## src/rtl/smb_ptr_pkg.sv

```systemverilog
package smb_ptr_pkg;
  localparam int DATA_W = 8;

  typedef enum logic [3:0] {
    ST_IDLE, ST_ADDR, ST_ADDR_ACK, ST_CMD, ST_CMD_ACK,
    ST_WDAT, ST_WDAT_ACK, ST_RDAT, ST_RDAT_ACK
  } busState_e;

  // Strobes from protocol control to the datapath
  typedef struct packed {
    logic shiftRx;
    logic loadPtr;
    logic commitWr;
    logic loadTx;
    logic shiftTx;
  } dpStrobe_t;
endpackage

```

## src/rtl/smb_ptr_sync.sv

```systemverilog
module smb_ptr_sync #(
  parameter int WIDTH  = 2,
  parameter int STAGES = 2
) (
  input  logic             clk,
  input  logic             rstN,
  input  logic [WIDTH-1:0] dIn,
  output logic [WIDTH-1:0] dOut
);
  logic [STAGES-1:0][WIDTH-1:0] pipe;

  genvar s;
  generate
    for (s = 0; s < STAGES; s++) begin : g_stage
      if (s == 0) begin : g_first
        always_ff @(posedge clk or negedge rstN)
          if (!rstN) pipe[s] <= '1;
          else       pipe[s] <= dIn;
      end else begin : g_rest
        always_ff @(posedge clk or negedge rstN)
          if (!rstN) pipe[s] <= '1;
          else       pipe[s] <= pipe[s-1];
      end
    end
  endgenerate

  assign dOut = pipe[STAGES-1];
endmodule

```

## src/rtl/smb_ptr_ctrl.sv

```systemverilog
module smb_ptr_ctrl
  import smb_ptr_pkg::*;
(
  input  logic      clk,
  input  logic      rstN,
  input  logic      sclS,
  input  logic      sdaS,
  input  logic      addrHit,
  input  logic      rwBit,
  input  logic      txMsb,
  output dpStrobe_t stb,
  output logic      sdaDrvLow
);
  busState_e st, stNext;
  logic [3:0] cnt, cntNext;
  logic       sclP, sdaP;
  logic       ackLow, ackNext;
  logic       mAck, mAckNext;
  logic       startDet, stopDet, sclRise, sclFall;

  assign startDet = sclS & sclP & sdaP & ~sdaS;
  assign stopDet  = sclS & sclP & ~sdaP & sdaS;
  assign sclRise  = sclS & ~sclP;
  assign sclFall  = ~sclS & sclP;

  always_comb begin
    stNext   = st;
    cntNext  = cnt;
    ackNext  = ackLow;
    mAckNext = mAck;
    stb      = '0;
    if (stopDet) begin
      stNext  = ST_IDLE;
      ackNext = 1'b0;
    end else if (startDet) begin
      stNext  = ST_ADDR;
      cntNext = '0;
      ackNext = 1'b0;
    end else begin
      case (st)
        ST_ADDR, ST_CMD, ST_WDAT: begin
          if (sclRise && cnt < 4'd8) begin
            stb.shiftRx = 1'b1;
            cntNext     = cnt + 4'd1;
          end else if (sclFall && cnt == 4'd8) begin
            cntNext = '0;
            if (st == ST_ADDR) begin
              if (addrHit) begin
                stNext  = ST_ADDR_ACK;
                ackNext = 1'b1;
              end else begin
                stNext = ST_IDLE;
              end
            end else if (st == ST_CMD) begin
              stNext      = ST_CMD_ACK;
              ackNext     = 1'b1;
              stb.loadPtr = 1'b1;
            end else begin
              stNext  = ST_WDAT_ACK;
              ackNext = 1'b1;
            end
          end
        end
        ST_ADDR_ACK: if (sclFall) begin
          ackNext = 1'b0;
          if (rwBit) begin
            stNext     = ST_RDAT;
            stb.loadTx = 1'b1;
          end else begin
            stNext = ST_CMD;
          end
        end
        ST_CMD_ACK: if (sclFall) begin
          ackNext = 1'b0;
          stNext  = ST_WDAT;
        end
        ST_WDAT_ACK: if (sclFall) begin
          ackNext      = 1'b0;
          stb.commitWr = 1'b1;
          stNext       = ST_WDAT;
        end
        ST_RDAT: begin
          if (sclRise && cnt < 4'd8) cntNext = cnt + 4'd1;
          else if (sclFall) begin
            if (cnt == 4'd8) begin
              stNext  = ST_RDAT_ACK;
              cntNext = '0;
            end else begin
              stb.shiftTx = 1'b1;
            end
          end
        end
        ST_RDAT_ACK: begin
          if (sclRise) mAckNext = ~sdaS;
          else if (sclFall) begin
            if (mAck) begin
              stNext     = ST_RDAT;
              stb.loadTx = 1'b1;
            end else begin
              stNext = ST_IDLE;
            end
          end
        end
        default: ;
      endcase
    end
  end

  always_ff @(posedge clk or negedge rstN) begin
    if (!rstN) begin
      st     <= ST_IDLE;
      cnt    <= '0;
      ackLow <= 1'b0;
      mAck   <= 1'b0;
      sclP   <= 1'b1;
      sdaP   <= 1'b1;
    end else begin
      st     <= stNext;
      cnt    <= cntNext;
      ackLow <= ackNext;
      mAck   <= mAckNext;
      sclP   <= sclS;
      sdaP   <= sdaS;
    end
  end

  assign sdaDrvLow = ackLow | ((st == ST_RDAT) & ~txMsb);

  AST_STB_EXCLUSIVE: assert property (@(posedge clk) disable iff (!rstN)
    $onehot0(stb)) else $error("strobes overlap");
  AST_FOREIGN_NO_ACK: assert property (@(posedge clk) disable iff (!rstN)
    (st == ST_ADDR && sclFall && cnt == 4'd8 && !addrHit && !startDet && !stopDet)
    |=> !ackLow) else $error("foreign address acked");
  AST_STOP_RELEASES: assert property (@(posedge clk) disable iff (!rstN)
    stopDet |=> (st == ST_IDLE) && !ackLow) else $error("stop not honoured");
  AST_ACK_SCL_LOW: assert property (@(posedge clk) disable iff (!rstN)
    !$stable(ackLow) |-> (!$past(sclS) || $past(stopDet) || $past(startDet)))
    else $error("ack moved with SCL high");
endmodule

```

## src/rtl/smb_ptr_dp.sv

```systemverilog
module smb_ptr_dp
  import smb_ptr_pkg::*;
#(
  parameter int                 NUM_REGS   = 4,
  parameter int                 STRAP_W    = 3,
  parameter logic [6-STRAP_W:0] ADDR_FIXED = 4'b0011,
  parameter int                 RO_SEL     = 0,
  localparam int                SEL_W      = $clog2(NUM_REGS)
) (
  input  logic               clk,
  input  logic               rstN,
  input  dpStrobe_t          stb,
  input  logic               sdaS,
  input  logic [STRAP_W-1:0] strap,
  input  logic [DATA_W-1:0]  rdData,
  output logic               addrHit,
  output logic               rwBit,
  output logic               txMsb,
  output logic               wrStb,
  output logic [SEL_W-1:0]   wrSel,
  output logic [DATA_W-1:0]  wrData,
  output logic               rdStb,
  output logic [SEL_W-1:0]   rdSel
);
  logic [DATA_W-1:0] rxByte, txShift, ptr;
  logic              ptrValid, ptrWritable;

  assign addrHit     = (rxByte[DATA_W-1:1] == {ADDR_FIXED, strap});
  assign rwBit       = rxByte[0];
  assign ptrValid    = (int'(ptr) < NUM_REGS);
  assign ptrWritable = ptrValid && (int'(ptr) != RO_SEL);
  assign txMsb       = txShift[DATA_W-1];
  assign rdStb       = stb.loadTx & ptrValid;
  assign rdSel       = ptr[SEL_W-1:0];

  always_ff @(posedge clk or negedge rstN) begin
    if (!rstN) begin
      rxByte  <= '0;
      txShift <= '0;
      ptr     <= '0;
      wrStb   <= 1'b0;
      wrSel   <= '0;
      wrData  <= '0;
    end else begin
      if (stb.shiftRx) rxByte <= {rxByte[DATA_W-2:0], sdaS};
      if (stb.loadPtr) ptr <= rxByte;
      if (stb.loadTx)       txShift <= ptrValid ? rdData : '0;
      else if (stb.shiftTx) txShift <= {txShift[DATA_W-2:0], 1'b0};
      wrStb  <= stb.commitWr & ptrWritable;
      wrSel  <= ptr[SEL_W-1:0];
      wrData <= rxByte;
    end
  end

  AST_WR_ONLY_WRITABLE: assert property (@(posedge clk) disable iff (!rstN)
    wrStb |-> (int'(wrSel) != RO_SEL)) else $error("write to read-only register");
  AST_BAD_PTR_ZERO: assert property (@(posedge clk) disable iff (!rstN)
    (stb.loadTx && !ptrValid) |=> (txShift == '0)) else $error("bad pointer read not zero");
endmodule

```

## src/rtl/smb_ptr_slave.sv

```systemverilog
module smb_ptr_slave
  import smb_ptr_pkg::*;
#(
  parameter int                 NUM_REGS    = 4,
  parameter int                 STRAP_W     = 3,
  parameter logic [6-STRAP_W:0] ADDR_FIXED  = 4'b0011,
  parameter int                 SYNC_STAGES = 2,
  localparam int                SEL_W       = $clog2(NUM_REGS)
) (
  input  logic               clk,
  input  logic               rstN,
  input  logic               sclIn,
  input  logic               sdaIn,
  input  logic [STRAP_W-1:0] strapPins,
  output logic               sdaDrvLow,
  output logic               wrStb,
  output logic [SEL_W-1:0]   wrSel,
  output logic [DATA_W-1:0]  wrData,
  output logic               rdStb,
  output logic [SEL_W-1:0]   rdSel,
  input  logic [DATA_W-1:0]  rdData
);
  logic [1:0] busSync;
  dpStrobe_t  stb;
  logic       addrHit, rwBit, txMsb;

  smb_ptr_sync #(.WIDTH(2), .STAGES(SYNC_STAGES)) u_sync (
    .clk(clk), .rstN(rstN), .dIn({sclIn, sdaIn}), .dOut(busSync)
  );

  smb_ptr_ctrl u_ctrl (
    .clk(clk), .rstN(rstN), .sclS(busSync[1]), .sdaS(busSync[0]),
    .addrHit(addrHit), .rwBit(rwBit), .txMsb(txMsb),
    .stb(stb), .sdaDrvLow(sdaDrvLow)
  );

  smb_ptr_dp #(
    .NUM_REGS(NUM_REGS), .STRAP_W(STRAP_W), .ADDR_FIXED(ADDR_FIXED), .RO_SEL(0)
  ) u_dp (
    .clk(clk), .rstN(rstN), .stb(stb), .sdaS(busSync[0]), .strap(strapPins),
    .rdData(rdData), .addrHit(addrHit), .rwBit(rwBit), .txMsb(txMsb),
    .wrStb(wrStb), .wrSel(wrSel), .wrData(wrData), .rdStb(rdStb), .rdSel(rdSel)
  );
endmodule

```

## config.mk

```make
export PLATFORM = sky130hd
export DESIGN_NAME = smb_ptr_slave
export DESIGN_NICKNAME = d
export VERILOG_FILES = /design/src/rtl/smb_ptr_pkg.sv /design/src/rtl/smb_ptr_sync.sv /design/src/rtl/smb_ptr_ctrl.sv /design/src/rtl/smb_ptr_dp.sv /design/src/rtl/smb_ptr_slave.sv
export SDC_FILE = /design/constraint.sdc
export NUM_CORES = 1
export LEC_CHECK = 0
export CAP_MARGIN = 40
export CORE_MARGIN = 4
export CORE_UTILIZATION = 56
export DETAILED_ROUTE_END_ITERATION = 16
export GPL_TIMING_DRIVEN = 0
export PLACE_DENSITY = 0.81
export SYNTH_ARGS = -nofsm -noshare
export SYNTH_HDL_FRONTEND = slang
export SYNTH_SLANG_ARGS = --single-unit
```

## constraint.sdc

```tcl
create_clock -name clk -period 3.1 [get_ports clk]
set_clock_uncertainty 0.2 [all_clocks]
set_input_delay 0.62 -clock clk [delete_from_list [all_inputs] [get_ports clk]]
set_output_delay 0.62 -clock clk [all_outputs]
set_load 0.1 [all_outputs]
```

==> flow_summary_export.csv <==
group,metric,value,unit
synthesis,netlist.area_leader.share,0.493,
timing,timing.final.crit_share,0.925,
synthesis,ys_types,44,
global_route,grt_use_total,0.205,
synthesis,synthAdderAreaFrac,0.0110,
critical_path,required,2.28,ns
power,finalPower,2.59,mW
clock_tree,cts-root-buf,"clkbuf_8",
clock_tree,clkTransAtPathRegs,0.08,ns
synthesis,ys.flop_type,"dfrtp_1",
synthesis,synth.area.mux_share,0.111,
synthesis,synth-edff-count,0,
synthesis,yosys_warnings,0,
routing,first_pass_iters,4,
routing,num_vias,1681,
timing,worst_slew_margin_rel,0.614,
routing,drt_iter0_markers,100,
synthesis,synthTopCellsByCount,"45 x dfrtp_1, 15 x nand2_1, 14 x o21ai_0",
clock_tree,cts_hold_buf,0,
floorplan,row_count,22,
synthesis,synthSimpleGateAreaFrac,0.134,
placed_design,place_congestion,1.02,
clock_tree,clockBufferDepth,2,
outcome,outcome,"completed",
layout,num-fill-cells,246,
floorplan,fp.dieH,71.8,um
global_route,grt_overflow,0,
clock_tree,clk-insertion-delay-late,0.29,ns
timing,maxSlewViolCount,0,
critical_path,crit_type,"reg2out",
routing,antenna_left,0,
power,p_per_area,870,mW/mm2
synthesis,synth_nets,210,
timing,fin_crit,2.87,ns
placed_design,pre_cts_slack,-0.00870,ns
synthesis,ys_seq_area_frac,0.563,
floorplan,die_w,71.8,um
floorplan,coreArea,0.00380,mm2
critical_path,critPathCaptureType,"output pin",
floorplan,die_area,0.00516,mm2
critical_path,critPathLaunchType,"flip-flop",
critical_path,cp_max_fo,10,
floorplan,io_pins,30,
synthesis,ys_seq_elements,51,
timing,fmax,0.349,GHz
placed_design,port_buffers,29,
synthesis,syn_avg_cell_area,11.8,um2
synthesis,syn_inst,193,
global_route,first_global_vias,1706,
layout,syn_to_final_growth,30.3,%
critical_path,crit_arrival,2.05,ns
global_route,grt_max_degree,28,
timing,setup_violations,0,
synthesis,synth_most_common_cell,"dfrtp_1",
synthesis,synthArstFlopShare,1.00,
layout,fin_nets,262,
timing,worst_slack,0.234,ns
layout,utilization,0.783,
critical_path,ff2ff_path_depth,7,
timing,worstMarginPinSlew,0.579,ns
clock_tree,tritoncts,"yes",
min_path,worstHoldPathType,"in2async",
timing,rsz0062_at_grt,"false",
synthesis,synthXorXnorAreaFrac,0.0154,
layout,layout-drive-gt1-share,0.261,
layout,num_antenna_cells,0,
routing,via_per_inst,5.74,
layout,seq_area,0.00128,mm2
clock_tree,htree_levels,2,
synthesis,netlist_area,0.00228,mm2
routing,remaining_drc_errors,0,
synthesis,synth_compound_area_frac,0.133,
power,leakagePower,1.33,nW
job,maxCapViolCount,0,
placed_design,hpwlAfterDp,3480,um
global_route,grt_antenna_before_repair,0,
timing,hold_violations,0,
timing,finalSetupTns,0,ns
clock_tree,cts.sinks,51,
global_route,grt_pass1_wl,8110,um
routing,wl,4600,um
power,ir_worst_vdd,0.000726,V
clock_tree,cts_made_buffers,5,
synthesis,synth_top_area_cell,"dfrtp_1",
routing,wl_per_cell,15.7,um
layout,multiInputGateArea,925,um2
floorplan,initial_core_util,0.601,
synthesis,synth_top_family_by_area,"simple AND/OR/NAND/NOR gates",
synthesis,synth_area_leaders,"dfrtp_1 49%, dfstp_2 6.9%, mux2_2 5.4%",
==> power breakdown <==
part | internal (mW) | switching [mW] | total, mW | leakage, nW
Combinational | 0.498 | 0.724 | 1.22 | 0.631
Sequential | 0.849 | 0.154 | 1.00 | 0.651
Clock | 0.175 | 0.187 | 0.362 | 0.0470
==> kinds of logic (layout without fill, tap and decap cells) <==
group / Yosys count / in the layout
and+or+nand+nor: 55 / 55
adders and majority gates: 2 / 2
AOI/OAI and AO/OA: 47 / 47
xor gates and xnor gates: 4 / 4
buffers and inverters: 14 / 66
muxes: 20 / 20
DFF: 51 / 51
==> final timing paths <==
path,end,slack (ns),from
setup / recovery,sdaDrvLow,0.23,u_ctrl.st[0]
hold / removal,u_dp.ptr[7],0.11,rstN
setup reg to reg,u_ctrl.st[0],0.76,u_sync.dOut[1]
hold reg to reg,u_sync.dOut[1],0.16,u_sync.pipe[1]
max in group asynchronous,u_ctrl.sdaP,1.98,rstN
min in group clk,u_sync.dOut[1],0.16,u_sync.pipe[1]
==> sequential cells by signal, indices dropped and copies added, names as in the netlist <==
| signal | count |
|---|---|
| u_ctrl.st | 4 |
| u_ctrl.sdaP | 1 |
| u_dp.wrData | 8 |
| u_dp.txShift | 8 |
| u_dp.rxByte | 8 |
| u_ctrl.sclP | 1 |
| u_ctrl.mAck | 1 |
| u_ctrl.cnt | 4 |
| u_sync.dOut | 2 |
| u_dp.ptr | 8 |
| u_sync.pipe | 2 |
| u_dp.wrStb | 1 |
| u_ctrl.ackLow | 1 |
| u_dp.wrSel | 2 |
==> per-stage QoR <==
| stage | std cells | cell area [um2] | hold WS (ns) |
|---|---|---|---|
| 2_1_floorplan | 193 | 2280 | 0.124 |
| 3_3_place_gp | 270 | 2630 | 0.147 |
| 3_5_place_dp | 286 | 2880 | 0.147 |
| 4_1_cts | 293 | 2970 | 0.117 |
| 5_1_grt | 293 | 2970 | 0.158 |
| 6_report | 293 | 2970 | 0.113 |
==> repair_timing <==
action                     in CTS  in global routing
setup endpoints to repair       1                  0
buffers inserted                1                  0
resized for setup               4                  0
==> critical path: stages, from the launching register on <==
cell	delay, ns
dfrtp_1	0.41
buf_2	0.23
nand4b_1	0.19
o21bai_1	0.18
clkdlybuf4s50_1	0.54
buf_8	0.20
==> cell type report <==
type,count,share of cell area
Sequential cell,51,0.432
Buffer,10,0.0210
Inverter,4,0.00505
Clock inverter,1,0.00168
Clock buffer,6,0.0278
Tap cell,48,0.0202
Multi-Input combinational cell,128,0.311
Timing Repair Buffer,45,0.182
==> placed cells by master, fill, tap and decap left out, drive strengths merged, types with 2 or more instances in the layout <==
cell type	Yosys	final
dfrtp	45	45
clkdlybuf4s50	0	27
buf	6	24
mux2	19	19
nand2	16	16
o21ai	14	14
clkbuf	4	10
nor2	9	9
a22oi	7	7
a21oi	7	7
nor2b	6	6
dfstp	6	6
inv	4	4
a211oi	4	4
xnor2	4	4
nand4b	3	3
nand3	3	3
nand3b	3	3
a31oi	3	3
o21bai	2	2
nand2b	2	2
nor4	2	2
nor3	2	2
o22ai	2	2
a31o	2	2
or2	2	2
ha	2	2
==> metal layers <==
layer  part of all wire  track usage  wire [um]  up-vias
li1                   -            -          -      801
met1               0.43        0.266       1960      818
met2               0.49        0.337       2270       56
met3              0.060       0.0435        278        6
met4              0.022       0.0814         99        0
met5                  0            0          0        -
No activity file was read; power rests on OpenSTA's default activity.
